<file path="src/rtl/lcd_bus_pkg.sv">
package lcd_bus_pkg;

    typedef enum logic [1:0] {
        OP_CMD = 2'd0,
        OP_DAT = 2'd1,
        OP_RD  = 2'd2
    } op_e;

    // fixed priority: command, then data, then read
    function automatic op_e pick_op(input logic c, input logic d);
        if (c)      return OP_CMD;
        else if (d) return OP_DAT;
        else        return OP_RD;
    endfunction

endpackage

</file>
<file path="src/rtl/lcd_tick_gen.sv">
module lcd_tick_gen (
    input  logic clk,
    input  logic rst_n,
    input  logic run,
    input  logic restart,
    input  logic div2,
    output logic tick
);
    typedef struct packed {
        logic phase;
    } tg_s;

    tg_s s_d, s_q;

    always_comb begin
        s_d = s_q;
        if (restart || !div2) begin
            s_d.phase = 1'b0;
        end else if (run) begin
            s_d.phase = ~s_q.phase;
        end
    end

    always_ff @(posedge clk or negedge rst_n) begin
        if (!rst_n) s_q <= '0;
        else        s_q <= s_d;
    end

    assign tick = run && (!div2 || s_q.phase);


    half_rate_chk: assert property (@(posedge clk) disable iff (!rst_n)
        (div2 && tick) |=> !tick);

endmodule

</file>
<file path="src/rtl/lcd_cycle_seq.sv">
module lcd_cycle_seq
    import lcd_bus_pkg::*;
#(
    parameter int OFF_W = 6
) (
    input  logic             clk,
    input  logic             rst_n,
    input  logic             tick,
    input  logic             cmd_req,
    input  logic             dat_req,
    input  logic             rd_req,
    input  logic [OFF_W-1:0] wr_cycle,
    input  logic [OFF_W-1:0] rd_cycle,
    input  logic [OFF_W-1:0] cs_min,
    input  logic [OFF_W-1:0] acc_time,
    output logic             accept,
    output logic             cap_en,
    output logic             busy_q,
    output logic             done_q,
    output logic             dc_q,
    output logic             nxt_busy,
    output op_e              nxt_op,
    output logic [OFF_W-1:0] nxt_cnt
);
    localparam int CW = OFF_W + 1;

    typedef struct packed {
        logic             busy;
        logic             done;
        logic             dc;
        op_e              op;
        logic [OFF_W-1:0] cnt;
    } seq_s;

    seq_s s_d, s_q;

    logic [OFF_W-1:0] kind_len;
    logic [OFF_W-1:0] end_cnt;
    logic [CW-1:0]    cnt_inc;

    always_comb begin
        kind_len = (s_q.op == OP_RD) ? rd_cycle : wr_cycle;
        end_cnt  = (cs_min > kind_len) ? cs_min : kind_len;
        cnt_inc  = {1'b0, s_q.cnt} + CW'(1);
    end

    always_comb begin
        s_d      = s_q;
        s_d.done = 1'b0;
        accept   = 1'b0;
        cap_en   = 1'b0;
        if (s_q.busy) begin
            if (tick) begin
                if (s_q.op == OP_RD && cnt_inc == {1'b0, acc_time}) begin
                    cap_en = 1'b1;
                end
                if (cnt_inc == {1'b0, end_cnt}) begin
                    s_d.busy = 1'b0;
                    s_d.done = 1'b1;
                    s_d.cnt  = '0;
                end else begin
                    s_d.cnt = cnt_inc[OFF_W-1:0];
                end
            end
        end else if (cmd_req || dat_req || rd_req) begin
            accept   = 1'b1;
            s_d.busy = 1'b1;
            s_d.cnt  = '0;
            s_d.op   = pick_op(cmd_req, dat_req);
            s_d.dc   = !cmd_req;
        end
    end

    always_ff @(posedge clk or negedge rst_n) begin
        if (!rst_n) begin
            s_q      <= '0;
            s_q.dc   <= 1'b1;
            s_q.op   <= OP_CMD;
        end else begin
            s_q <= s_d;
        end
    end

    assign busy_q   = s_q.busy;
    assign done_q   = s_q.done;
    assign dc_q     = s_q.dc;
    assign nxt_busy = s_d.busy;
    assign nxt_op   = s_d.op;
    assign nxt_cnt  = s_d.cnt;


    done_single_chk: assert property (@(posedge clk) disable iff (!rst_n)
        done_q |=> !done_q);

    done_on_fall_chk: assert property (@(posedge clk) disable iff (!rst_n)
        $fell(busy_q) |-> done_q);

    cnt_bound_chk: assert property (@(posedge clk) disable iff (!rst_n)
        busy_q |-> (s_q.cnt < end_cnt));

    dc_hold_chk: assert property (@(posedge clk) disable iff (!rst_n)
        busy_q |=> $stable(dc_q));

    op_hold_chk: assert property (@(posedge clk) disable iff (!rst_n)
        busy_q |=> $stable(s_q.op));

endmodule

</file>
<file path="src/rtl/lcd_strobe_gen.sv">
module lcd_strobe_gen
    import lcd_bus_pkg::*;
#(
    parameter int ON_W  = 4,
    parameter int OFF_W = 6
) (
    input  logic             clk,
    input  logic             rst_n,
    input  logic             nxt_busy,
    input  op_e              nxt_op,
    input  logic [OFF_W-1:0] nxt_cnt,
    input  logic [ON_W-1:0]  cs_on,
    input  logic [OFF_W-1:0] cs_off,
    input  logic [ON_W-1:0]  we_on,
    input  logic [OFF_W-1:0] we_off,
    input  logic [ON_W-1:0]  re_on,
    input  logic [OFF_W-1:0] re_off,
    output logic             cs_n,
    output logic             we_n,
    output logic             re_n
);
    typedef struct packed {
        logic cs_n;
        logic we_n;
        logic re_n;
    } stb_s;

    stb_s s_d, s_q;

    function automatic logic in_win(input logic [OFF_W-1:0] c,
                                    input logic [ON_W-1:0]  on_t,
                                    input logic [OFF_W-1:0] off_t);
        return (OFF_W'(on_t) <= c) && (c < off_t);
    endfunction

    always_comb begin
        s_d.cs_n = !(nxt_busy && in_win(nxt_cnt, cs_on, cs_off));
        s_d.we_n = !(nxt_busy && nxt_op != OP_RD && in_win(nxt_cnt, we_on, we_off));
        s_d.re_n = !(nxt_busy && nxt_op == OP_RD && in_win(nxt_cnt, re_on, re_off));
    end

    always_ff @(posedge clk or negedge rst_n) begin
        if (!rst_n) s_q <= '1;
        else        s_q <= s_d;
    end

    assign cs_n = s_q.cs_n;
    assign we_n = s_q.we_n;
    assign re_n = s_q.re_n;


    strobe_excl_chk: assert property (@(posedge clk) disable iff (!rst_n)
        !(!we_n && !re_n));

endmodule

</file>
<file path="src/rtl/lcd_data_path.sv">
module lcd_data_path
    import lcd_bus_pkg::*;
#(
    parameter int BUS_W = 16
) (
    input  logic             clk,
    input  logic             rst_n,
    input  logic             accept,
    input  logic             cap_en,
    input  logic             wide,
    input  logic             nxt_busy,
    input  op_e              nxt_op,
    input  logic [BUS_W-1:0] wr_data,
    input  logic [BUS_W-1:0] db_in,
    output logic [BUS_W-1:0] db_out,
    output logic             db_oe,
    output logic [BUS_W-1:0] rd_data
);
    localparam int LANES = BUS_W / 8;

    typedef struct packed {
        logic             oe;
        logic [BUS_W-1:0] dout;
        logic [BUS_W-1:0] rd;
    } dp_s;

    dp_s s_d, s_q;
    logic [BUS_W-1:0] lane_mask;

    // byte lane 0 always carries data; higher lanes only on the wide bus
    for (genvar k = 0; k < LANES; k++) begin : g_lane
        if (k == 0) begin : g_base
            assign lane_mask[7:0] = 8'hFF;
        end else begin : g_upper
            assign lane_mask[k*8 +: 8] = {8{wide}};
        end
    end

    always_comb begin
        s_d    = s_q;
        s_d.oe = nxt_busy && (nxt_op != OP_RD);
        if (accept) s_d.dout = wr_data & lane_mask;
        if (cap_en) s_d.rd   = db_in & lane_mask;
    end

    always_ff @(posedge clk or negedge rst_n) begin
        if (!rst_n) s_q <= '0;
        else        s_q <= s_d;
    end

    assign db_oe   = s_q.oe;
    assign db_out  = s_q.dout;
    assign rd_data = s_q.rd;


    drive_hold_chk: assert property (@(posedge clk) disable iff (!rst_n)
        (db_oe && $past(db_oe)) |-> $stable(db_out));

    rd_hold_chk: assert property (@(posedge clk) disable iff (!rst_n)
        !$past(cap_en) |-> $stable(rd_data));

endmodule

</file>
<file path="src/rtl/lcd_bus_engine.sv">
module lcd_bus_engine
    import lcd_bus_pkg::*;
#(
    parameter int BUS_W = 16,
    parameter int ON_W  = 4,
    parameter int OFF_W = 6
) (
    input  logic             clk,
    input  logic             rst_n,
    input  logic             div_sel,
    input  logic             wide_sel,
    input  logic [ON_W-1:0]  cs_on,
    input  logic [OFF_W-1:0] cs_off,
    input  logic [ON_W-1:0]  we_on,
    input  logic [OFF_W-1:0] we_off,
    input  logic [ON_W-1:0]  re_on,
    input  logic [OFF_W-1:0] re_off,
    input  logic [OFF_W-1:0] wr_cycle,
    input  logic [OFF_W-1:0] rd_cycle,
    input  logic [OFF_W-1:0] cs_min,
    input  logic [OFF_W-1:0] acc_time,
    input  logic             cmd_req,
    input  logic             dat_req,
    input  logic             rd_req,
    input  logic [BUS_W-1:0] wr_data,
    output logic             busy,
    output logic             done,
    output logic [BUS_W-1:0] rd_data,
    output logic             lcd_cs_n,
    output logic             lcd_we_n,
    output logic             lcd_re_n,
    output logic             lcd_dc,
    output logic [BUS_W-1:0] lcd_db_out,
    output logic             lcd_db_oe,
    input  logic [BUS_W-1:0] lcd_db_in
);
    logic             tick;
    logic             accept;
    logic             cap_en;
    logic             nxt_busy;
    op_e              nxt_op;
    logic [OFF_W-1:0] nxt_cnt;

    lcd_tick_gen u_tick (
        .clk     (clk),
        .rst_n   (rst_n),
        .run     (busy),
        .restart (accept),
        .div2    (div_sel),
        .tick    (tick)
    );

    lcd_cycle_seq #(.OFF_W(OFF_W)) u_seq (
        .clk      (clk),
        .rst_n    (rst_n),
        .tick     (tick),
        .cmd_req  (cmd_req),
        .dat_req  (dat_req),
        .rd_req   (rd_req),
        .wr_cycle (wr_cycle),
        .rd_cycle (rd_cycle),
        .cs_min   (cs_min),
        .acc_time (acc_time),
        .accept   (accept),
        .cap_en   (cap_en),
        .busy_q   (busy),
        .done_q   (done),
        .dc_q     (lcd_dc),
        .nxt_busy (nxt_busy),
        .nxt_op   (nxt_op),
        .nxt_cnt  (nxt_cnt)
    );

    lcd_strobe_gen #(.ON_W(ON_W), .OFF_W(OFF_W)) u_stb (
        .clk      (clk),
        .rst_n    (rst_n),
        .nxt_busy (nxt_busy),
        .nxt_op   (nxt_op),
        .nxt_cnt  (nxt_cnt),
        .cs_on    (cs_on),
        .cs_off   (cs_off),
        .we_on    (we_on),
        .we_off   (we_off),
        .re_on    (re_on),
        .re_off   (re_off),
        .cs_n     (lcd_cs_n),
        .we_n     (lcd_we_n),
        .re_n     (lcd_re_n)
    );

    lcd_data_path #(.BUS_W(BUS_W)) u_dp (
        .clk      (clk),
        .rst_n    (rst_n),
        .accept   (accept),
        .cap_en   (cap_en),
        .wide     (wide_sel),
        .nxt_busy (nxt_busy),
        .nxt_op   (nxt_op),
        .wr_data  (wr_data),
        .db_in    (lcd_db_in),
        .db_out   (lcd_db_out),
        .db_oe    (lcd_db_oe),
        .rd_data  (rd_data)
    );


    drive_only_write_chk: assert property (@(posedge clk) disable iff (!rst_n)
        lcd_db_oe |-> (busy && lcd_re_n));

endmodule

</file>
<file path="config.mk">
export PLATFORM = sky130hd
export DESIGN_NAME = lcd_bus_engine
export DESIGN_NICKNAME = d
export VERILOG_FILES = /design/src/rtl/lcd_bus_pkg.sv /design/src/rtl/lcd_tick_gen.sv /design/src/rtl/lcd_cycle_seq.sv /design/src/rtl/lcd_strobe_gen.sv /design/src/rtl/lcd_data_path.sv /design/src/rtl/lcd_bus_engine.sv
export SDC_FILE = /design/constraint.sdc
export NUM_CORES = 1
export LEC_CHECK = 0
export CAP_MARGIN = 20
export CORE_ASPECT_RATIO = 0.5
export CORE_MARGIN = 2
export CORE_UTILIZATION = 49
export CTS_BUF_LIST = sky130_fd_sc_hd__clkbuf_4 sky130_fd_sc_hd__clkbuf_8
export CTS_CLUSTER_SIZE = 28
export DETAILED_ROUTE_END_ITERATION = 6
export PLACE_DENSITY = 0.91
export SYNTH_ARGS = -nofsm -noshare
export SYNTH_HDL_FRONTEND = slang
export SYNTH_HIERARCHICAL = 1
export SYNTH_SLANG_ARGS = --single-unit
export TNS_END_PERCENT = 20
</file>
<file path="constraint.sdc">
create_clock -name clk -period 7.6 [get_ports clk]
set_input_delay 1.52 -clock clk [delete_from_list [all_inputs] [get_ports clk]]
set_output_delay 1.52 -clock clk [all_outputs]
set_load 0.005 [all_outputs]
</file>
==> run metrics <==
Area growth syn-to-layout=43.9%; average vias per placed instance=5.19; number of cells upsized or downsized after cts=0; final setup vio count=0; routability-driven placement congestion ratio=0.871; data required time at the worst endpoint=7.82 ns; clock group share of total power=0.150; TritonCTS clock tree=done; mean area per synthesized cell=10.0 um2; worst-margin pin slew=0.922 ns; DRT antenna net count=0; total design power=1.29 mW; final-stage net count=576; cell family with most CP delay=compound AO/OA/AOI/OAI gates; biggest area contributors in the synthesized netlist=sky130_fd_sc_hd__dfrtp_1 34%, sky130_fd_sc_hd__ha_1 13%, sky130_fd_sc_hd__inv_1 4.9%, sky130_fd_sc_hd__o21ai_0 3.8%, sky130_fd_sc_hd__mux2_2 3.8%; Synth top area share=0.337; fraction of synthesis flops using an asynchronous set or reset pin=1.00; Gate power share=0.543; Internal Power=0.810 mW; total via count after detailed routing=2792; DIE AREA=0.00737 mm2; via count of the first global-routing pass=2671; horizontal extent of the die=119 um; library cell occupying the most area in the post-synthesis netlist=sky130_fd_sc_hd__dfrtp_1; initial antenna violation count=0; Switching Share=0.373; global-route congestion overflow total=0; Period Utilization, post-route=0.669; DR iter-0 viols=244; # DRC=0; maximum level of the CTS H-tree=2; number of maximum-capacitance constraint violations=0; clock-pin slew of the registers on the worst-case setup and hold paths=0.09 ns; ports placed on the boundary=132; power dissipated by switching net loads=0.482 mW; summed instance area of the synthesized netlist=0.00327 mm2; post-layout util=0.751; post-detail-place hpwl=6650 um; number of buffers added to fix hold violations after cts=0; Pre-antenna DRT Iters=4; final number of max-transition violations=0; clock sinks=48; Post-synth EDFFs=0; Flop pwr share=0.307; status=complete, no violations; final critical-path required period=5.09 ns; height of the die=61.7 um; critical path's slowest cell=sky130_fd_sc_hd__clkdlybuf4s50_1; row count=20; Fmax achieved=0.197 GHz; chain of cells forming the critical path=clkdlybuf4s50_1 > mux2_2 > inv_1 > ha_1 > nand4_1 > o21bai_1 > a31oi_1 > mux2_2 > a22oi_2 > nand3_1 > a32o_1 > inv_1 > ha_1 > o21ai_0 > a21oi_1 > o21ai_1 > nand4_1; share of cells above drive strength 1=0.0978; Net Count, Synth=453; Netlist cell types=49; Setup Crit Path Kind=input port to flop; placeable core region=0.00626 mm2; predominant post-synthesis flop cell=sky130_fd_sc_hd__dfrtp_1; overall routing resource usage=0.229; I/O Buffers=131; total of warnings raised by yosys=6; pwr/cell area=275 mW/mm2; number of cells produced by synthesis=326; total clock buffers created by CTS=5; standby leakage power=2.16 nW; root cell of the clock tree=sky130_fd_sc_hd__clkbuf_8; maximum fanout encountered on the critical timing path=5; Crit path largest cell delay=0.47 ns; maximum number of pins on one net before global-route repair=49; number of fill cells in the layout=437; tightest slew margin relative to the limit=0.385; Bufs and invs on worst path=3; Seq/Total Area, Yosys=0.369; worst hold path class=flop to flop; setup repair after global routing missed its margin=no; most used standard cells in the synthesized netlist=44 x sky130_fd_sc_hd__dfrtp_1, 43 x sky130_fd_sc_hd__inv_1, 34 x sky130_fd_sc_hd__ha_1; Starting Density=0.522; total routed wirelength=8350 um; data arrival time of the worst path=5.31 ns; Critical Path Sink Type=flop; antenna cell count=0; global-route wire length before repair=13100 um; clock latency on the worst-skew pair=0.30 ns; synthesized flop and latch total=48; clock buffer depth=2; maximum clock skew at final layout=0.0113 ns; setup slack, reg-to-reg=3.48 ns; final total negative setup slack=0 ns; # Post-CTS Setup Buffers=0; cell with the most instances after synthesis=sky130_fd_sc_hd__dfrtp_1; Routed WL per cell=15.5 um; category of the worst setup path launch point=input port; worst vdd rail ir drop=0.000143 V; number of hold violations in the final report=0
==> worst reg2reg max path, stage by stage (launching register included) <==
cell	delay (ns)
sky130_fd_sc_hd__dfrtp_1	0.42
sky130_fd_sc_hd__nand2b_4	0.21
sky130_fd_sc_hd__mux2_2	0.28
sky130_fd_sc_hd__inv_1	0.05
sky130_fd_sc_hd__ha_1	0.28
sky130_fd_sc_hd__nand4_1	0.12
sky130_fd_sc_hd__o21bai_1	0.18
sky130_fd_sc_hd__a31oi_1	0.44
sky130_fd_sc_hd__mux2_2	0.41
sky130_fd_sc_hd__a22oi_2	0.25
sky130_fd_sc_hd__nand3_1	0.11
sky130_fd_sc_hd__a32o_1	0.36
sky130_fd_sc_hd__inv_1	0.14
sky130_fd_sc_hd__ha_1	0.25
sky130_fd_sc_hd__o21ai_0	0.17
sky130_fd_sc_hd__a21oi_1	0.08
sky130_fd_sc_hd__o21ai_1	0.17
sky130_fd_sc_hd__nand4_1	0.13
==> layout make-up <==
class | count | area [um2] | share of cell area
Sequential cell | 48 | 1210 | 0.257
Timing Repair Buffer | 133 | 1330 | 0.284
Clock inverter | 2 | 38.8 | 0.00825
Inverter | 43 | 161 | 0.0343
Multi-Input combinational cell | 218 | 1770 | 0.376
Tap cell | 88 | 110 | 0.0234
Clock buffer | 6 | 82.6 | 0.0176
==> power by group through the flow <==
| stage | Combinational [mW] | Sequential (mW) | Clock [mW] |
|---|---|---|---|
| final | 0.702 | 0.396 | 0.194 |
| after global routing | 0.783 | 0.405 | 0.210 |
| after CTS | 0.700 | 0.394 | 0.200 |
| after detailed placement | 0.696 | 0.399 | 0 |
| after global placement | 0.670 | 0.392 | 0 |
| after floorplan | 0.457 | 0.389 | 0 |
==> metrics by stage <==
stage,std cells,area (um2),hold WS (ns),setup slack [ns]
finish,538,4700,0.511,2.51
CTS,537,4680,0.516,2.61
floorplan,326,3270,0.490,3.06
global route,538,4700,0.531,2.37
detailed placement,529,4560,0.492,2.29
global placement,529,4560,0.488,2.47
==> registers in the layout, indices dropped and copies added (netlist names) <==
register,cells
u_stb/cs_n,1
u_stb/re_n,1
u_tick/s_q,1
u_dp/rd_data,16
u_stb/we_n,1
u_dp/db_oe,1
u_seq/s_q,8
u_seq/busy_q,1
u_dp/db_out,16
u_seq/done_q,1
u_seq/dc_q,1
==> layer usage <==
metal / wire [um] / global-route usage / up-vias / part of all wire
met1: 3750 / 0.301 / 1297 / 0.45
met2: 4070 / 0.408 / 106 / 0.49
met3: 456 / 0.0438 / 7 / 0.055
met5: 0 / 0 / - / 0
li1: - / - / 1382 / -
met4: 75 / 0.0571 / 0 / 0.0090
==> final timing paths <==
kind	from	end	cells after the start
setup / recovery	rd_cycle[4]	u_stb/cs_n	17
hold / removal	u_dp/db_out[2]	u_dp/db_out[2]	1
setup reg to reg	u_seq/s_q[6]	u_stb/cs_n	17
hold reg to reg	u_dp/db_out[2]	u_dp/db_out[2]	1
max in group asynchronous	rst_n	u_stb/re_n	2
min in group asynchronous	rst_n	u_dp/db_out[6]	1
==> kinds of logic after synthesis <==
group	count (synthesis)	share of synthesized area
and+or+nand+nor	77	0.129
buffers and inverters	60	0.0912
AOI/OAI and AO/OA	62	0.125
xor gates and xnor gates	22	0.0648
DFF	48	0.369
muxes	23	0.0908
adders and majority gates	34	0.130
==> placed cells by master, fill, tap and decap left out, types with 3 or more instances in the layout <==
| cell | n |
|---|---|
| sky130_fd_sc_hd__mux2_4 | 8 |
| sky130_fd_sc_hd__inv_1 | 43 |
| sky130_fd_sc_hd__nand3_1 | 23 |
| sky130_fd_sc_hd__mux2_2 | 11 |
| sky130_fd_sc_hd__nand2b_1 | 4 |
| sky130_fd_sc_hd__nand2_1 | 9 |
| sky130_fd_sc_hd__mux2i_1 | 3 |
| sky130_fd_sc_hd__nand4_1 | 7 |
| sky130_fd_sc_hd__a32o_1 | 4 |
| sky130_fd_sc_hd__dfstp_2 | 4 |
| sky130_fd_sc_hd__o21ai_0 | 25 |
| sky130_fd_sc_hd__clkdlybuf4s50_1 | 130 |
| sky130_fd_sc_hd__xor2_1 | 8 |
| sky130_fd_sc_hd__xnor2_1 | 13 |
| sky130_fd_sc_hd__a41oi_1 | 4 |
| sky130_fd_sc_hd__o21ai_1 | 3 |
| sky130_fd_sc_hd__clkbuf_8 | 6 |
| sky130_fd_sc_hd__a21oi_1 | 10 |
| sky130_fd_sc_hd__nor2b_1 | 5 |
| sky130_fd_sc_hd__ha_1 | 34 |
| sky130_fd_sc_hd__dfrtp_1 | 44 |
| sky130_fd_sc_hd__nor2_1 | 13 |
No activity file was read; power rests on OpenSTA's default activity.
